**src/rtl/rxdma_pkg.sv**
```systemverilog
package rxdma_pkg;

    localparam int PAGE_W     = 12;
    localparam int BC_W       = 13;
    localparam int OFF_W      = 7;
    localparam int DESC_BYTES = 8;
    localparam int EOT_BIT    = 28;

    typedef enum logic [3:0] {
        CH_OFF  = 4'd0,
        CH_BUSY = 4'd1,
        CH_WAIT = 4'd2,
        CH_HALT = 4'd3
    } ch_state_e;

    typedef enum logic [3:0] {
        E_NONE   = 4'd0,
        E_PROTO  = 4'd1,
        E_OVFL   = 4'd2,
        E_BUFWR  = 4'd3,
        E_DESCRD = 4'd4
    } ch_err_e;

    typedef enum logic [2:0] {
        F_OFF, F_WAIT, F_CTL, F_ADR, F_XFER, F_HALT
    } fsm_e;

    typedef struct packed {
        logic            eot;
        logic [BC_W-1:0] size;
    } dctl_t;

    typedef struct packed {
        logic       last;
        logic [7:0] data;
    } beat_t;

    function automatic dctl_t unpack_ctl(input logic [31:0] w);
        dctl_t r;
        r.eot  = w[EOT_BIT];
        r.size = w[BC_W-1:0];
        return r;
    endfunction

    function automatic logic [PAGE_W-1:0] step_slot(input logic [PAGE_W-1:0] cur,
                                                    input logic eot);
        return eot ? '0 : cur + PAGE_W'(DESC_BYTES);
    endfunction

    function automatic ch_state_e visible_state(input fsm_e f);
        case (f)
            F_OFF:   return CH_OFF;
            F_WAIT:  return CH_WAIT;
            F_HALT:  return CH_HALT;
            default: return CH_BUSY;
        endcase
    endfunction

    function automatic logic [31:0] make_status(input logic [PAGE_W-1:0] cur,
                                                input ch_state_e st,
                                                input ch_err_e err,
                                                input logic [PAGE_W-1:0] act);
        return {act, err, st, cur};
    endfunction

endpackage

```
**src/rtl/rxdma_fifo.sv**
```systemverilog
module rxdma_fifo #(
    parameter int DEPTH = 4,
    parameter int W     = 9
) (
    input  logic         clk,
    input  logic         rst,
    input  logic         flush,
    input  logic         push,
    input  logic [W-1:0] din,
    input  logic         pop,
    output logic [W-1:0] dout,
    output logic         full,
    output logic         empty
);
    localparam int AW = (DEPTH > 1) ? $clog2(DEPTH) : 1;
    localparam int CW = $clog2(DEPTH + 1);

    logic [W-1:0]  slots [DEPTH];
    logic [AW-1:0] wp, rp;
    logic [CW-1:0] cnt;
    logic          do_push, do_pop;

    assign full    = (cnt == CW'(DEPTH));
    assign empty   = (cnt == '0);
    assign do_push = push && !full;
    assign do_pop  = pop && !empty;
    assign dout    = slots[rp];

    function automatic logic [AW-1:0] bump(input logic [AW-1:0] p);
        return (p == AW'(DEPTH - 1)) ? '0 : p + AW'(1);
    endfunction

    always_ff @(posedge clk) begin
        if (rst || flush) begin
            wp  <= '0;
            rp  <= '0;
            cnt <= '0;
        end else begin
            if (do_push) wp <= bump(wp);
            if (do_pop)  rp <= bump(rp);
            case ({do_push, do_pop})
                2'b10:   cnt <= cnt + CW'(1);
                2'b01:   cnt <= cnt - CW'(1);
                default: cnt <= cnt;
            endcase
        end
    end

    always_ff @(posedge clk) begin
        if (do_push) slots[wp] <= din;
    end

endmodule

```
**src/rtl/rxdma_ring_ptr.sv**
```systemverilog
module rxdma_ring_ptr
    import rxdma_pkg::*;
(
    input  logic              clk,
    input  logic              rst,
    input  logic              clear,
    input  logic              advance,
    input  logic              eot,
    input  logic              capture,
    output logic [PAGE_W-1:0] cur,
    output logic [PAGE_W-1:0] act
);
    always_ff @(posedge clk) begin
        if (rst || clear) begin
            cur <= '0;
            act <= '0;
        end else begin
            if (advance) cur <= step_slot(cur, eot);
            if (capture) act <= cur;
        end
    end
endmodule

```
**src/rtl/rxdma_engine.sv**
```systemverilog
module rxdma_engine
    import rxdma_pkg::*;
(
    input  logic              clk,
    input  logic              rst,
    input  logic              go,
    input  logic [OFF_W-1:0]  offset,
    input  logic [19:0]       ring_base,
    input  logic [PAGE_W-1:0] last_ptr,
    input  logic [PAGE_W-1:0] cur,
    input  logic              in_valid,
    input  logic              fifo_full,
    input  logic              fifo_empty,
    input  beat_t             fifo_beat,
    output logic              fifo_pop,
    output logic              rd_req,
    output logic [31:0]       rd_addr,
    input  logic              rd_ack,
    input  logic [31:0]       rd_data,
    input  logic              rd_err,
    output logic              wr_en,
    output logic [31:0]       wr_addr,
    output logic [7:0]        wr_data,
    input  logic              wr_err,
    output logic              advance,
    output logic              eot,
    output logic              capture,
    output logic              accepting,
    output ch_state_e         vis_state,
    output ch_err_e           err
);
    fsm_e            st, st_n;
    ch_err_e         err_n;
    dctl_t           dctl_q;
    logic [31:0]     bufa_q;
    logic [BC_W-1:0] fill_q;
    logic [BC_W-1:0] cap;
    logic            load_ctl, load_adr, fill_inc;

    assign cap       = dctl_q.size - BC_W'(offset);
    assign eot       = dctl_q.eot;
    assign vis_state = visible_state(st);
    assign accepting = (st != F_OFF) && (st != F_HALT);

    always_comb begin
        st_n     = st;
        err_n    = err;
        rd_req   = 1'b0;
        rd_addr  = {ring_base, cur};
        wr_en    = 1'b0;
        wr_addr  = bufa_q + 32'(offset) + 32'(fill_q);
        wr_data  = fifo_beat.data;
        fifo_pop = 1'b0;
        advance  = 1'b0;
        capture  = 1'b0;
        load_ctl = 1'b0;
        load_adr = 1'b0;
        fill_inc = 1'b0;
        if (!go) begin
            st_n  = F_OFF;
            err_n = E_NONE;
        end else begin
            case (st)
                F_OFF: st_n = F_WAIT;
                F_WAIT: begin
                    if (cur != last_ptr) begin
                        st_n    = F_CTL;
                        capture = 1'b1;
                    end else if (in_valid && fifo_full) begin
                        st_n  = F_HALT;
                        err_n = E_OVFL;
                    end
                end
                F_CTL: begin
                    rd_req = 1'b1;
                    if (rd_ack) begin
                        if (rd_err) begin
                            st_n  = F_HALT;
                            err_n = E_DESCRD;
                        end else begin
                            load_ctl = 1'b1;
                            st_n     = F_ADR;
                        end
                    end
                end
                F_ADR: begin
                    rd_req  = 1'b1;
                    rd_addr = {ring_base, cur + PAGE_W'(4)};
                    if (rd_ack) begin
                        if (rd_err) begin
                            st_n  = F_HALT;
                            err_n = E_DESCRD;
                        end else if (dctl_q.size <= BC_W'(offset)) begin
                            st_n  = F_HALT;
                            err_n = E_PROTO;
                        end else begin
                            load_adr = 1'b1;
                            st_n     = F_XFER;
                        end
                    end
                end
                F_XFER: begin
                    if (!fifo_empty) begin
                        wr_en    = 1'b1;
                        fifo_pop = 1'b1;
                        if (wr_err) begin
                            st_n  = F_HALT;
                            err_n = E_BUFWR;
                        end else begin
                            fill_inc = 1'b1;
                            if (fifo_beat.last || (fill_q + BC_W'(1) == cap)) begin
                                advance = 1'b1;
                                st_n    = F_WAIT;
                            end
                        end
                    end
                end
                default: st_n = F_HALT;
            endcase
        end
    end

    always_ff @(posedge clk) begin
        if (rst) begin
            st     <= F_OFF;
            err    <= E_NONE;
            dctl_q <= '0;
            bufa_q <= '0;
            fill_q <= '0;
        end else begin
            st  <= st_n;
            err <= err_n;
            if (load_ctl) dctl_q <= unpack_ctl(rd_data);
            if (load_adr) begin
                bufa_q <= rd_data;
                fill_q <= '0;
            end else if (fill_inc) begin
                fill_q <= fill_q + BC_W'(1);
            end
        end
    end
endmodule

```
**src/rtl/rxdma_chan.sv**
```systemverilog
module rxdma_chan
    import rxdma_pkg::*;
#(
    parameter int FIFO_DEPTH = 4
) (
    input  logic        clk,
    input  logic        rst,
    input  logic [8:0]  cfg_ctrl,
    input  logic [19:0] cfg_ring_base,
    input  logic [11:0] cfg_last_ptr,
    output logic [31:0] status,
    input  logic        in_valid,
    input  logic [7:0]  in_data,
    input  logic        in_last,
    output logic        in_ready,
    output logic        rd_req,
    output logic [31:0] rd_addr,
    input  logic        rd_ack,
    input  logic [31:0] rd_data,
    input  logic        rd_err,
    output logic        wr_en,
    output logic [31:0] wr_addr,
    output logic [7:0]  wr_data,
    input  logic        wr_err
);
    localparam int BEAT_W = $bits(beat_t);

    logic              go, accepting, fifo_full, fifo_empty, fifo_pop;
    logic              advance, eot, capture;
    logic [PAGE_W-1:0] cur, act;
    beat_t             in_beat, fifo_beat;
    ch_state_e         vis_state;
    ch_err_e           err;

    assign go       = cfg_ctrl[0] && !cfg_ctrl[8];
    assign in_beat  = '{last: in_last, data: in_data};
    assign in_ready = go && accepting && !fifo_full;
    assign status   = make_status(cur, vis_state, err, act);

    rxdma_fifo #(.DEPTH(FIFO_DEPTH), .W(BEAT_W)) u_fifo (
        .clk   (clk),
        .rst   (rst),
        .flush (!go),
        .push  (in_valid && in_ready),
        .din   (in_beat),
        .pop   (fifo_pop),
        .dout  (fifo_beat),
        .full  (fifo_full),
        .empty (fifo_empty)
    );

    rxdma_ring_ptr u_ptr (
        .clk     (clk),
        .rst     (rst),
        .clear   (!go),
        .advance (advance),
        .eot     (eot),
        .capture (capture),
        .cur     (cur),
        .act     (act)
    );

    rxdma_engine u_eng (
        .clk        (clk),
        .rst        (rst),
        .go         (go),
        .offset     (cfg_ctrl[7:1]),
        .ring_base  (cfg_ring_base),
        .last_ptr   (cfg_last_ptr),
        .cur        (cur),
        .in_valid   (in_valid),
        .fifo_full  (fifo_full),
        .fifo_empty (fifo_empty),
        .fifo_beat  (fifo_beat),
        .fifo_pop   (fifo_pop),
        .rd_req     (rd_req),
        .rd_addr    (rd_addr),
        .rd_ack     (rd_ack),
        .rd_data    (rd_data),
        .rd_err     (rd_err),
        .wr_en      (wr_en),
        .wr_addr    (wr_addr),
        .wr_data    (wr_data),
        .wr_err     (wr_err),
        .advance    (advance),
        .eot        (eot),
        .capture    (capture),
        .accepting  (accepting),
        .vis_state  (vis_state),
        .err        (err)
    );
endmodule

```
**config.mk**
```make
export PLATFORM = sky130hd
export DESIGN_NAME = rxdma_chan
export DESIGN_NICKNAME = d
export VERILOG_FILES = /design/src/rtl/rxdma_pkg.sv /design/src/rtl/rxdma_fifo.sv /design/src/rtl/rxdma_ring_ptr.sv /design/src/rtl/rxdma_engine.sv /design/src/rtl/rxdma_chan.sv
export SDC_FILE = /design/constraint.sdc
export NUM_CORES = 1
export LEC_CHECK = 0
export BUFFER_PORTS_ARGS = -buffer_cell sky130_fd_sc_hd__buf_4
export CORE_ASPECT_RATIO = 2
export CORE_MARGIN = 4
export CORE_UTILIZATION = 50
export DETAILED_ROUTE_END_ITERATION = 16
export PLACE_DENSITY = 0.76
export SETUP_SLACK_MARGIN = 0.15
export SYNTH_ARGS = -nofsm -noshare
export SYNTH_HDL_FRONTEND = slang
export SYNTH_SLANG_ARGS = --single-unit
```
**constraint.sdc**
```tcl
create_clock -name clk -period 4.75 [get_ports clk]
set_input_delay 0.475 -clock clk [delete_from_list [all_inputs] [get_ports clk]]
set_output_delay 0.475 -clock clk [all_outputs]
set_load 0.03 [all_outputs]
```
==> results.ini <==
[outcome]
status=completed

[timing]
rsz0062_at_grt=true
worst_pin_slew_ns=0.883
hold_violations=0
worst_hold_slack_ns=0.253
fmax_ghz=0.231
min_period_over_period_pct=91.2
finalSetupViolations=0
setup-tns-final_ns=0
fin_crit_ns=4.33
relSlewSlack_pct=40.9
maxSlewViolCount=0
fin_skew_ns=0.0112

[global_routing]
overflow=0
grt.total_usage_pct=23.4
grt_pass1_wl_um=30900
grt_max_degree=50
first_global_vias=6189
antenna_found_initial=0

[worst_setup_path]
critPathMaxFanout=9
crit_chain=fa_1 -> ha_1 -> a21o_1 -> a21oi_1 -> o21ai_1 -> a31o_2 -> a2111oi_2 -> nor3_1 -> o31ai_4 -> buf_4 -> a21boi_0 -> xor2_1 -> buf_4
cpMostUsedCell=buf_4
slowest_delay_ns=0.46
crit_type=reg2out
critical_path_arrival_ns=3.86
required_ns=4.28
cp-end-kind=output pin
crit_slowest_cell=fa_1
crit_path_start_kind=flip-flop

[synth]
synthesis.area_sq_um=7370
synth_cell_types=61
yosysMostFrequentCell=nand2_1
synth-edff-count=36
yosys-top-cells-area=dfxtp_1 25%, edfxtp_1 15%, xnor2_1 6.9%
ys_seq_elements=128
synth_warnings=0
synth-main-ff-cell=dfxtp_1
yosysTopAreaCellShare_pct=25.0
postSynthAreaPerCell_sq_um=9.20
netlist_top_cells_count=124 x nand2_1, 92 x dfxtp_1, 74 x a21oi_1
yosysSeqAreaShare_pct=39.7
async_flop_share_pct=0
netlist_instances=801
synth_top_cell_by_area=dfxtp_1

[floorplanning]
start_util_pct=51.1
die_w_um=93.8
die-area_sq_um=16900
coreArea_sq_um=14400
fp.dieH_um=180
io_pins=195
row_count=62

[clocking]
cts-buffers-inserted=17
hold_buffers=0
clock_path_buffers=2
cts-root-buf=clkbuf_16
path_clk_slew_ns=0.07
clk_latency_ns=0.42
cts_tree=built
cts-htree-levels=4
clock-sinks=128

[placement]
dp.cells=1083
dp_hpwl_um=14600
place_congestion=0.881
io_buffer_count=143

[power]
p_total_uw=2590
p_per_area_nw_per_um2=287
vdd_drop_max_v=0.000260
leakage_uw=0.00370

[route]
drt_iter0_markers=295
ant_nets=0
dr_total_vias=6067
via_per_inst=5.43
firstDrtPassIters=4
drc=0
avgRoutedWirePerCell_um=17.2
wl_um=19200

[layout]
area_delta_synth_final_pct=22.4
nets=1045
finalNonFillerCells=1118
drive_above_1_share_pct=23.9
antenna_cells=0
utilization_pct=62.5

[hold_path]
min_path_type=in2reg

[run]
max_cap_viol_count=0

-- critical path, delay by kind of cell, from the launching register on --
kind / cells / cell delay (ns)
and+or+nand+nor: 1 / 0.16
adders and majority gates: 2 / 0.77
DFF: 1 / 0.41
AOI/OAI and AO/OA: 7 / 1.59
xor gates and xnor gates: 1 / 0.16
buffers and inverters: 2 / 0.37
-- metal layers --
metal  track usage, %  part of all wire [%]
met5                0                     0
met4             12.6                   5.1
met3             4.77                   4.3
met2             43.9                    56
met1             23.1                    34
-- sequential cells by signal, summed over array words and instances, names as in the netlist, 3 cells and up, named ones only --
| name | cells |
|---|---|
| u_fifo.slots | 36 |
| u_eng.bufa_q | 32 |
| u_eng.dctl_q | 13 |
| u_eng.fill_q | 13 |
| u_ptr.act | 9 |
| u_ptr.cur | 9 |
| u_eng.err | 3 |
| u_eng.st | 3 |
| u_fifo.cnt | 3 |
-- power by group --
group | switching (uW) | internal (uW)
Clock | 511 | 810
Sequential | 1.49 | 1120
Combinational | 81.2 | 63.9
Total | 593 | 2000
-- per-stage QoR --
stage          cell area, sq um  setup slack (ns)
3_3_place_gp               8370             0.310
6_report                   9020             0.416
2_1_floorplan              7400             0.601
3_5_place_dp               8370             0.190
4_1_cts                    9000             0.157
5_1_grt                    9020             0.122
-- repair_timing --
action | CTS | global route
cloned | 0 | 0
resized for setup | 2 | 5
setup endpoints to repair | 17 | 19
pin swaps | 2 | 1
buffers inserted | 2 | 1
-- cells in the final DEF, fill, tap and decap left out, types with 3 or more instances in the layout --
cell and n:
buf_4 151, nand2_1 124, dfxtp_1 90, a21oi_1 73, nor2_1 62, xnor2_1 58
edfxtp_1 36, inv_1 35, ha_1 34, xor2_1 26, nand3_1 20, clkbuf_16 18
nor3_1 16, and3_1 16, conb_1 11, nand4_1 10, o221a_2 10, fa_1 10
mux4_2 9, o21ai_0 8, a21boi_0 6, nor4_1 6, nand2b_1 5, a21o_1 5
mux2i_1 5, clkinv_4 5, or2_2 4, nor2b_1 4, a211oi_1 4, and2_1 4
o31ai_1 3, or3_1 3, or4_1 3, o21a_1 3, inv_6 3
-- cells by family after synthesis --
kind of cell / count (synthesis) / synth area share (%)
muxes: 15 / 3.58
AOI/OAI and AO/OA: 136 / 12.7
DFF: 128 / 39.7
buffers and inverters: 104 / 7.08
other: 1 / 0.0509
adders and majority gates: 44 / 8.49
and+or+nand+nor: 288 / 18.1
xor gates and xnor gates: 85 / 10.3
-- final cells by class --
| class | count | area (sq um) |
|---|---|---|
| well taps | 192 | 240 |
| clock inverters | 14 | 155 |
| inverters | 36 | 135 |
| flip-flops and latches | 128 | 2930 |
| fillers | 1244 | 5410 |
| multi-input cells | 579 | 3980 |
| clock buffers | 18 | 450 |
| repair buffers | 151 | 1130 |
-- path summary, 6_finish.rpt --
kind,to,slack [ns],depth (start not counted),from
setup / recovery,wr_addr[24],0.42,13,u_eng.fill_q[2]$_SDFFE_PP0P_
hold / removal,u_fifo.slots[3][0]$_DFFE_PP_,0.25,1,in_data[0]
setup reg to reg,u_ptr.cur[11]$_SDFFE_PP0P_,1.41,12,u_eng.dctl_q[0]$_SDFFE_PP0P_
hold reg to reg,u_eng.bufa_q[10]$_SDFFE_PP0P_,0.46,2,u_eng.bufa_q[10]$_SDFFE_PP0P_
Power figures use the tool's default switching activity.
